<file path="config.mk">
export PLATFORM = sky130hd
export DESIGN_NAME = cache_clk_ratio_gen
export DESIGN_NICKNAME = d
export VERILOG_FILES = /design/src/rtl/cclk_pkg.sv /design/src/rtl/cclk_code_hold.sv /design/src/rtl/cclk_phase_gen.sv /design/src/rtl/cclk_bus_check.sv /design/src/rtl/cache_clk_ratio_gen.sv
export SDC_FILE = /design/constraint.sdc
export NUM_CORES = 1
export LEC_CHECK = 0
export BUFFER_PORTS_ARGS = -buffer_cell sky130_fd_sc_hd__buf_2
export CORE_MARGIN = 2
export CORE_UTILIZATION = 50
export DETAILED_ROUTE_END_ITERATION = 8
export PLACE_DENSITY = 0.8
export SYNTH_ARGS = -nofsm -noshare
export SYNTH_HDL_FRONTEND = slang
export SYNTH_SLANG_ARGS = --single-unit
</file>
<file path="constraint.sdc">
create_clock -name clk -period 4.27 [get_ports clk]
set_clock_uncertainty 0.05 [all_clocks]
set_input_delay 0.2135 -clock clk [delete_from_list [all_inputs] [get_ports clk]]
set_output_delay 0.2135 -clock clk [all_outputs]
set_load 0.02 [all_outputs]
</file>
<file path="src/rtl/cclk_pkg.sv">
package cclk_pkg;
  localparam int CODE_W = 3;
  localparam int CNT_W  = 4;

  typedef logic [CODE_W-1:0] ratio_code_t;
  typedef logic [CNT_W-1:0]  ref_cnt_t;

  // Output period, counted in reference (half core) cycles
  function automatic ref_cnt_t period_of(ratio_code_t c);
    case (c)
      3'd1:    period_of = 4'd2;
      3'd2:    period_of = 4'd3;
      3'd3:    period_of = 4'd7;
      3'd4:    period_of = 4'd4;
      3'd5:    period_of = 4'd5;
      3'd6:    period_of = 4'd6;
      3'd7:    period_of = 4'd8;
      default: period_of = 4'd0;
    endcase
  endfunction

  // High phase length: odd periods keep the extra cycle high
  function automatic ref_cnt_t high_of(ref_cnt_t p);
    high_of = ref_cnt_t'((p + 4'd1) >> 1);
  endfunction
endpackage

</file>
<file path="src/rtl/cclk_code_hold.sv">
module cclk_code_hold
  import cclk_pkg::*;
(
  input  logic        clk,
  input  logic        rst_n,
  input  ratio_code_t code_i,
  output ratio_code_t code_nxt,
  output ratio_code_t code_q
);
  always_comb begin
    if (code_i == '0)      code_nxt = '0;      // stop always wins
    else if (code_q == '0) code_nxt = code_i;  // sample only while stopped
    else                   code_nxt = code_q;  // running: hold
  end

  always_ff @(posedge clk) begin
    if (!rst_n) code_q <= '0;
    else        code_q <= code_nxt;
  end

  // a nonzero input while running leaves the held code alone
  p_hold_code_r8: assert property (@(posedge clk) disable iff (!rst_n)
    (code_q != '0 && code_i != '0) |=> (code_q == $past(code_q)));
endmodule

</file>
<file path="src/rtl/cclk_phase_gen.sv">
module cclk_phase_gen
  import cclk_pkg::*;
(
  input  logic        clk,
  input  logic        rst_n,
  input  ratio_code_t code_nxt,
  input  ratio_code_t code_q,
  output logic        div_clk_o,
  output logic        rise_stb_o
);
  ref_cnt_t cnt_q;
  ref_cnt_t cnt_inc;
  ref_cnt_t per;
  ref_cnt_t hi_len;

  assign per     = period_of(code_nxt);
  assign hi_len  = high_of(per);
  assign cnt_inc = (cnt_q == per - 4'd1) ? '0 : cnt_q + 4'd1;

  always_ff @(posedge clk) begin
    if (!rst_n || code_nxt == '0) begin
      cnt_q      <= '0;
      div_clk_o  <= 1'b0;
      rise_stb_o <= 1'b0;
    end else if (code_q == '0) begin
      cnt_q      <= '0;
      div_clk_o  <= 1'b1;
      rise_stb_o <= 1'b1;
    end else begin
      cnt_q      <= cnt_inc;
      div_clk_o  <= (cnt_inc < hi_len);
      rise_stb_o <= (cnt_inc == '0);
    end
  end

  // a stop code parks the clock low on the next cycle
  p_stop_low_r2: assert property (@(posedge clk) disable iff (!rst_n)
    (code_nxt == '0) |=> (!div_clk_o && !rise_stb_o));

  // the strobe only marks a low-to-high change of the clock
  p_rise_strobe_r7: assert property (@(posedge clk) disable iff (!rst_n)
    rise_stb_o |-> (div_clk_o && !$past(div_clk_o)));

  // the phase counter never leaves its period
  p_cnt_range_r5: assert property (@(posedge clk) disable iff (!rst_n)
    (code_q != '0) |-> (cnt_q < period_of(code_q)));
endmodule

</file>
<file path="src/rtl/cclk_bus_check.sv">
module cclk_bus_check
  import cclk_pkg::*;
#(
  parameter int BUS_W = 4
) (
  input  ratio_code_t      code_q,
  input  logic [BUS_W-1:0] bus_half_i,
  output logic             err_o
);
  localparam int CMP_W = (BUS_W > CNT_W) ? BUS_W : CNT_W;

  logic [CMP_W-1:0] per_w;
  logic [CMP_W-1:0] bus_w;

  assign per_w = CMP_W'(period_of(code_q));
  assign bus_w = CMP_W'(bus_half_i);
  assign err_o = (code_q != '0) && (per_w > bus_w);
endmodule

</file>
<file path="src/rtl/cache_clk_ratio_gen.sv">
module cache_clk_ratio_gen
  import cclk_pkg::*;
#(
  parameter int BUS_W = 4
) (
  input  logic             clk,
  input  logic             rst_n,
  input  logic [2:0]       ratio_code_i,
  input  logic [BUS_W-1:0] bus_half_i,
  output logic             div_clk_o,
  output logic             rise_stb_o,
  output logic             dll_en_o,
  output logic             cfg_err_o
);
  ratio_code_t code_nxt;
  ratio_code_t code_q;

  cclk_code_hold u_hold (
    .clk      (clk),
    .rst_n    (rst_n),
    .code_i   (ratio_code_i),
    .code_nxt (code_nxt),
    .code_q   (code_q)
  );

  cclk_phase_gen u_phase (
    .clk        (clk),
    .rst_n      (rst_n),
    .code_nxt   (code_nxt),
    .code_q     (code_q),
    .div_clk_o  (div_clk_o),
    .rise_stb_o (rise_stb_o)
  );

  cclk_bus_check #(.BUS_W(BUS_W)) u_bus (
    .code_q     (code_q),
    .bus_half_i (bus_half_i),
    .err_o      (cfg_err_o)
  );

  assign dll_en_o = (code_q != '0);

  // the clock only toggles while the loop enable is up
  p_clk_needs_dll_r6: assert property (@(posedge clk) disable iff (!rst_n)
    div_clk_o |-> dll_en_o);

  // the error flag is never raised while stopped
  p_err_running_r9: assert property (@(posedge clk) disable iff (!rst_n)
    cfg_err_o |-> dll_en_o);
endmodule

</file>
==> impl_results.md, run 1 <==
* DRC marker count from the first detailed-route iteration at 11
* Post-synthesis instance area at a little over 800 um2
* Count of buffers from port buffering at 12
* Highest cell delay on the worst timing path at between 0.6 and 0.7 ns
* First-pass iteration count of the detailed router at 4
* Final worst path period share at slightly above 80%
* Critical Path Start Type: flip-flop
* Transition at the pin with the smallest max-transition slack at about 0.95 ns
* Achievable frequency at approximately 290 MHz
* Switching Power at around 0.00012 W
* Worst Path Class, Setup: flip-flop to flip-flop
* Min Tclk post-route at about 3.4 ns
* Via count of the first global-routing pass at ~650
* Count of endpoints failing hold in the final timing report at 0
* Antenna violation net count after detailed routing at 0
* Count of cell types in the netlist at 42
* Highest-delay cell along the critical path: sky130_fd_sc_hd__dfxtp_1
* Number of CTS-inserted buffers at 3
* Fraction of final layout cells sized beyond drive strength 1 at 15.5%
* Post-route worst setup slack at between 0.8 and 0.9 ns
* Worst path required time at about 4.4 ns
* Post-Route Setup TNS at 0 ns
* Proportion of power drawn by flip-flops and latches at about a third
* Top library cells by usage in the layout, fill and taps aside: sky130_fd_sc_hd__buf_2 (12), sky130_fd_sc_hd__nor2_1 (10), sky130_fd_sc_hd__dfxtp_1 (9)
* Die width at roughly 44 um
* Share of total power in combinational logic at 45.0%
* Startpoint of the lowest-slack register-to-register path: u_hold.code_q[2]$_SDFF_PN0_
* Hpwl dp at approximately 1300 um
* Footprint of the multi-input gates at just under 600 um2
* Area Overhead vs Synth at 9.85%
* Fill cell instance count of the final layout at around 150
* Final setup violating endpoints at 0
* Crit Reg-Reg Endpoint: u_phase.div_clk_o$_SDFF_PP0_
* Outcome: finished clean
* Overall routed net length at 1650 um
* Clk buf depth at 2
* Final Hold Slack at between 0.15 and 0.2 ns
* Pwr dens at 350 nW/um2
* Post-synth top area share at approximately 22%
* Area of the core at ~1500 um2
* Remaining routing DRC violations at 0
* Net total in the final layout at 134
* Buffer type at the clock tree root: sky130_fd_sc_hd__clkbuf_4
* Average size of a mapped cell at 7.75 um2
* Net Count, Synth at roughly 120
* Number of buffers inserted by post-CTS setup repair at 0
* Worst vdd ir at 0.210 mV
* Die footprint at 1970 um2
* Final total power at around 0.00031 W
* Initial antenna violation count at 0
* Worst hold path endpoint: u_hold.code_q[1]$_SDFF_PN0_
* Post-CTS sizing at 0
* Cell count after synthesis at ~110
* Routed vias at around 780
* Sequential element share of the synthesized area at between 20% and 30%
* Slew HR at around 36%
* Post-CTS clock slew at the launch and capture registers of the worst setup and hold paths at about 0.060 ns
* Largest cells by area after synthesis: sky130_fd_sc_hd__dfxtp_1 (22%), sky130_fd_sc_hd__ha_1 (12%), sky130_fd_sc_hd__nor2_1 (4.6%)
* FF+latch area at between 150 and 200 um2
* Share of async-settable or async-resettable flops after synthesis at 0%
* Predominant post-synthesis flop cell: sky130_fd_sc_hd__dfxtp_1
* Maximum number of pins on one net before global-route repair at 16
* Crit-path cells: or2_2 > a2bb2oi_1 > nand2_1 > ha_1 > xor2_1 > nand2_1 > nor4b_1 > o22ai_1 > and2_1 > ha_1 > a21o_1 > a21oi_1 > o21ai_0 > a21oi_1
* Synth warn at 0
* Data arrival time of the worst path at about 3.6 ns
* Total number of H-tree levels at 1
* Crit end category: flip-flop
* Setup slack of the worst register-to-register path at approximately 0.83 ns
* Total congestion overflow at 0
* Max-slew violation count at 0
* Critical Path Fanout Max at 15
* Total global-route track usage at 18.9%
* Number of cells traversed by the worst hold path at 2
* Leading cell type in the layout, fill and taps excluded: sky130_fd_sc_hd__buf_2
* Worst hold start: rst_n
* Number of maximum-capacitance constraint violations at 0
* Number of hold-repair buffers added at the cts stage at 0
* First-pass GRT wire length at 2800 um
* Int Power at about 0.00019 W
* Number of ports placed on the die boundary at 13
* TritonCTS clock tree: built
* Initial Util at roughly 53%
* Biggest area consumer among synthesized cells: sky130_fd_sc_hd__dfxtp_1
* Number of enable flip-flop cells after synthesis at 0
* DIE HEIGHT at between 40 and 50 um
* Sw Share at between 30% and 40%
* Gpl congestion at around 0.84
* Clock network power share at 20.5%
* Type of the most critical hold path: input pin to flip-flop
* Detailed-route vias per instance at 5.87
* Clock insertion delay at the later pin of the skew report at 0.26 ns
* Static power due to leakage at approximately 0.43 nW
* Total of flip-flops plus latches after synthesis at 9
* Final routed wire length divided by cell count at around 13 um
* Depth of the worst register-to-register path at 14
* Number of sinks on the clock net at 9
* Pre-CTS setup slack at ~0.84 ns
* FP Rows at 14
* Number of antenna repair diodes at 0
* Setup repair after global routing missed its margin: no
## worst max path at each step
| stage | from | end | slack (ns) | cells after the start |
|---|---|---|---|---|
| after floorplan | u_hold.code_q[0]$_SDFF_PN0_ | u_phase.div_clk_o$_SDFF_PP0_ | 1.15 | 15 |
| after global placement | u_hold.code_q[2]$_SDFF_PN0_ | u_phase.div_clk_o$_SDFF_PP0_ | 0.98 | 14 |
| after detailed placement | u_hold.code_q[2]$_SDFF_PN0_ | u_phase.div_clk_o$_SDFF_PP0_ | 0.84 | 14 |
| after CTS | u_hold.code_q[2]$_SDFF_PN0_ | u_phase.div_clk_o$_SDFF_PP0_ | 0.82 | 14 |
| after global routing | u_hold.code_q[2]$_SDFF_PN0_ | u_phase.div_clk_o$_SDFF_PP0_ | 0.41 | 14 |
| final | u_hold.code_q[2]$_SDFF_PN0_ | u_phase.div_clk_o$_SDFF_PP0_ | 0.83 | 14 |
## metrics by stage
stage,std cells,util (%),instance area (um2)
2_1_floorplan,105,-,813
3_3_place_gp,128,56.9,867
3_5_place_dp,128,56.9,867
4_1_cts,132,58.6,893
5_1_grt,132,58.6,893
6_report,132,58.6,893
## routing by layer
metal	wire, um	track usage (%)
met1	817	27.8
met2	721	27.9
met3	89	1.22
met4	23	9.09
met5	0	0
## worst max-delay path: cells and delay by family (launching register included)
kind | cells | cell delay [ns]
AO/OA/AOI/OAI | 6 | 0.97
XOR/XNOR | 1 | 0.19
adder cells (fa/ha/maj) | 2 | 0.62
flip-flops | 1 | 0.62
AND/OR/NAND/NOR | 5 | 0.92
## power groups by stage
stage | registers (W) | clock network (W) | logic (W)
after floorplan | 0.000107 | 0 | 0.000112
after global placement | 0.000109 | 0 | 0.000136
after detailed placement | 0.000109 | 0 | 0.000140
after CTS | 0.000108 | 0.0000672 | 0.000141
after global routing | 0.000110 | 0.0000712 | 0.000159
final | 0.000108 | 0.0000643 | 0.000141
## final cells by class
class / instances / share of cell area (%)
inverter: 8 / 3.36
multi-input combinational: 83 / 64.6
timing repair buffer: 12 / 6.72
clock buffer: 4 / 2.94
tap: 16 / 2.24
sequential: 9 / 20.2
## flip-flops by register name (all words and copies together), names as in the netlist
register and count:
u_hold.code_q 3, u_phase.cnt_q 4, u_phase.rise_stb_o 1, u_phase.div_clk_o 1
## cell usage after synthesis (2+ instances only)
cell type                   n
sky130_fd_sc_hd__nor2_1    10
sky130_fd_sc_hd__nand2_1    7
sky130_fd_sc_hd__xnor2_1    4
sky130_fd_sc_hd__and2_1     2
sky130_fd_sc_hd__xor2_1     2
sky130_fd_sc_hd__nand2b_1   3
sky130_fd_sc_hd__nor3_1     4
sky130_fd_sc_hd__a21oi_1    7
sky130_fd_sc_hd__a211oi_1   3
sky130_fd_sc_hd__o21a_1     2
sky130_fd_sc_hd__o21ai_0    3
sky130_fd_sc_hd__dfxtp_1    9
sky130_fd_sc_hd__ha_1       8
sky130_fd_sc_hd__inv_1      8
sky130_fd_sc_hd__a31oi_1    2
sky130_fd_sc_hd__nand3_1    2
sky130_fd_sc_hd__clkbuf_1   4
## kinds of logic after synthesis
| family | count (synthesis) | share of synthesized area (%) |
|---|---|---|
| and+or+nand+nor | 39 | 26.0 |
| xor gates and xnor gates | 6 | 6.46 |
| adders and majority gates | 8 | 12.3 |
| buffers and inverters | 13 | 6.92 |
| AOI/OAI and AO/OA | 29 | 24.8 |
| muxes | 1 | 1.38 |
| DFF | 9 | 22.2 |
(Power assumes the default switching activity.)
==> run 2: changes to the inputs <==
--- a/config.mk
+++ b/config.mk
@@ -7,9 +7,9 @@
 export LEC_CHECK = 0
 export BUFFER_PORTS_ARGS = -buffer_cell sky130_fd_sc_hd__buf_2
 export CORE_MARGIN = 2
-export CORE_UTILIZATION = 50
+export CORE_UTILIZATION = 49
 export DETAILED_ROUTE_END_ITERATION = 8
-export PLACE_DENSITY = 0.8
+export PLACE_DENSITY = 0.81
 export SYNTH_ARGS = -nofsm -noshare
 export SYNTH_HDL_FRONTEND = slang
 export SYNTH_SLANG_ARGS = --single-unit
==> constraint.sdc (replaced) <==
create_clock -name clk -period 2.85 [get_ports clk]
set_clock_uncertainty 0.05 [all_clocks]
set_input_delay 0.1425 -clock clk [delete_from_list [all_inputs] [get_ports clk]]
set_output_delay 0.1425 -clock clk [all_outputs]
set_load 0.02 [all_outputs]
==> run 2 against run 1 <==
- the run now ends with negative setup slack left
- cell area rose by 28%
- register-to-register slack got worse by 0.85 ns
- count of clock-buffer cells in the layout did not move
- first-iteration DRC count rose by 130%
- largest cell class unchanged
- die area rose by 1.9%
==> impl_results.md, run 2 (synthesis gave the netlist of run 1 again) <==
* Outcome: finished, violations left
* Violations in the final reports: negative setup slack
* Top Layer Used: met4
* DIE HEIGHT at between 40 and 50 um
* First-pass GRT wire length at ~3800 um
* Transition at the pin with the smallest max-transition slack at approximately 0.38 ns
* Maximum number of pins on one net before global-route repair at 10
* First-pass iteration count of the detailed router at 5
* Fill cell instance count of the final layout at around 110
* Met1 Routed Length at about 1000 um
* Layout Cell Area excl Fill at ~1100 um2
* Standard cell area after detailed placement at ~1000 um2
* Static power due to leakage at 0.550 nW
* Count of endpoints failing hold in the final timing report at 0
* Final setup violating endpoints at 2
* Met3 WL post-DR at between 100 and 150 um
* Leading cell type in the layout, fill and taps excluded: sky130_fd_sc_hd__buf_4
* Post-CTS clock slew at the launch and capture registers of the worst setup and hold paths at ~0.06 ns
* Min Tclk post-route at 2.87 ns
* Final worst path period share at 101%
* Post-route worst setup slack at -0.0219 ns
* Number of cells after detailed placement at approximately 140
* Number of ports placed on the die boundary at 13
* Clock insertion delay at the later pin of the skew report at ~0.26 ns
* Footprint of the multi-input gates at just under 700 um2
* Fraction of final layout cells sized beyond drive strength 1 at approximately two fifths
* Hpwl dp at 1600 um
* Initial Util at around 53%
* Routed vias at between 900 and 1000
* Final routed wire length divided by cell count at 16.2 um
* Post-Route Setup TNS at -0.0437 ns
* Top reg by flops: u_phase.cnt_q
* Top library cells by usage in the layout, fill and taps aside: sky130_fd_sc_hd__buf_4 (19), sky130_fd_sc_hd__buf_2 (12), sky130_fd_sc_hd__nor2_1 (10)
* Setup repair after global routing missed its margin: yes
* Worst Path Class, Setup: flip-flop to flip-flop
* Crit end category: flip-flop
* Pre-CTS setup slack at -0.167 ns
* Gpl congestion at around 0.89
* Net total in the final layout at 154
* Total congestion overflow at 0
* Max-slew violation count at 0
* Antenna violation net count after detailed routing at 0
* Met2 wire len at ~1300 um
* Worst vdd ir at 0.492 mV
* Count of buffers from port buffering at 12
* Die width at 44.7 um
* FP Rows at 14
* DRC marker count from the first detailed-route iteration at 25
* TritonCTS clock tree: built
* Data arrival time of the worst path at about 3.0 ns
* Registers with the most flip-flops: u_phase.cnt_q x4, u_hold.code_q x3
* Critical Path Fanout Max at 7
* Achievable frequency at about 350 MHz
* Pwr dens at approximately 540 nW/um2
* Clk buf depth at 2
* Buffer type at the clock tree root: sky130_fd_sc_hd__clkbuf_4
* Count of placed standard cells in the final layout, fillers left out at between 150 and 200
* Area Overhead vs Synth at 40.9%
* FF+latch area at between 150 and 200 um2
* Total number of H-tree levels at 1
* Number of CTS-inserted buffers at 3
* Total global-route track usage at 25.8%
* Detailed-route vias per instance at between 6 and 7
* Via count of the first global-routing pass at a little over 800
* Die footprint at approximately 2000 um2
* Final core utilization at 75.2%
* Flip-flop count of the largest register, all copies and words added at 4
* Worst path required time at ~3.0 ns
* Number of maximum-capacitance constraint violations at 0
* Initial antenna violation count at 0
* Area of the core at around 1500 um2
* Number of sinks on the clock net at 9
* Number of antenna repair diodes at 0
* Remaining routing DRC violations at 0
* Overall routed net length at 2460 um
* Type of the most critical hold path: input pin to flip-flop
* Slew HR at about three quarters
* Critical Path Start Type: flip-flop
==> run 2: cell types whose count changed in the layout (fill, tap and decap cells not counted), sizes merged <==
cell / change
buf: +20
==> run 2: worst paths after layout <==
path                            slack [ns]  cells after the start                            to                   startpoint
worst max register to register       -0.02                     11  u_phase.div_clk_o$_SDFF_PP0_  u_hold.code_q[2]$_SDFF_PN0_
worst max-delay path                 -0.02                     11  u_phase.div_clk_o$_SDFF_PP0_  u_hold.code_q[2]$_SDFF_PN0_
worst min register to register        0.56                      1   u_phase.cnt_q[0]$_SDFF_PP0_  u_phase.cnt_q[0]$_SDFF_PP0_
worst min-delay path                  0.10                      2   u_hold.code_q[1]$_SDFF_PN0_                        rst_n
==> run 2: layout make-up <==
class / count / share of cell area [%]
inverter: 8 / 2.62
sequential: 9 / 16.5
timing repair buffer: 32 / 18.0
tap: 16 / 1.75
multi-input combinational: 83 / 58.8
clock buffer: 4 / 2.29
==> run 2: power breakdown <==
part | internal [W] | switching [W] | leakage (nW)
Combinational | 0.000179 | 0.000176 | 0.459
Clock | 0.0000540 | 0.0000460 | 0.0150
Sequential | 0.000141 | 0.0000178 | 0.0756
==> run 2: critical path, cell delays in order (launching register included) <==
cell and delay [ns]:
sky130_fd_sc_hd__dfxtp_2 0.35, sky130_fd_sc_hd__buf_4 0.16, sky130_fd_sc_hd__or4b_1 0.54, sky130_fd_sc_hd__a211o_1 0.38, sky130_fd_sc_hd__nor3_2 0.34, sky130_fd_sc_hd__o22ai_2 0.13
sky130_fd_sc_hd__and2_4 0.17, sky130_fd_sc_hd__ha_4 0.21, sky130_fd_sc_hd__a21o_1 0.18, sky130_fd_sc_hd__a21oi_2 0.13, sky130_fd_sc_hd__o21ai_1 0.06, sky130_fd_sc_hd__a21oi_1 0.10
==> run 2: timing repair <==
item / 4_1_cts / 5_1_grt
hold buffers: 0 / 0
endpoints found under the hold margin: 0 / 0
setup endpoints to repair: 1 / 3
pin swaps: 7 / 6
resized for setup: 9 / 10
buffers inserted: 6 / 1
==> run 2: stage by stage <==
| stage | hold slack (ns) | power [W] |
|---|---|---|
| 6_report | 0.103 | 0.000615 |
| 5_1_grt | 0.0829 | 0.000656 |
| 4_1_cts | 0.0983 | 0.000563 |
| 3_5_place_dp | 0.372 | 0.000424 |
| 3_3_place_gp | 0.371 | 0.000411 |
| 2_1_floorplan | 0.239 | 0.000339 |
==> run 2: routing by layer <==
metal,vias up,GRT usage [%]
li1,440,-
met1,440,33.6
met2,43,42.0
met3,2,6.80
met4,0,7.27
met5,-,0
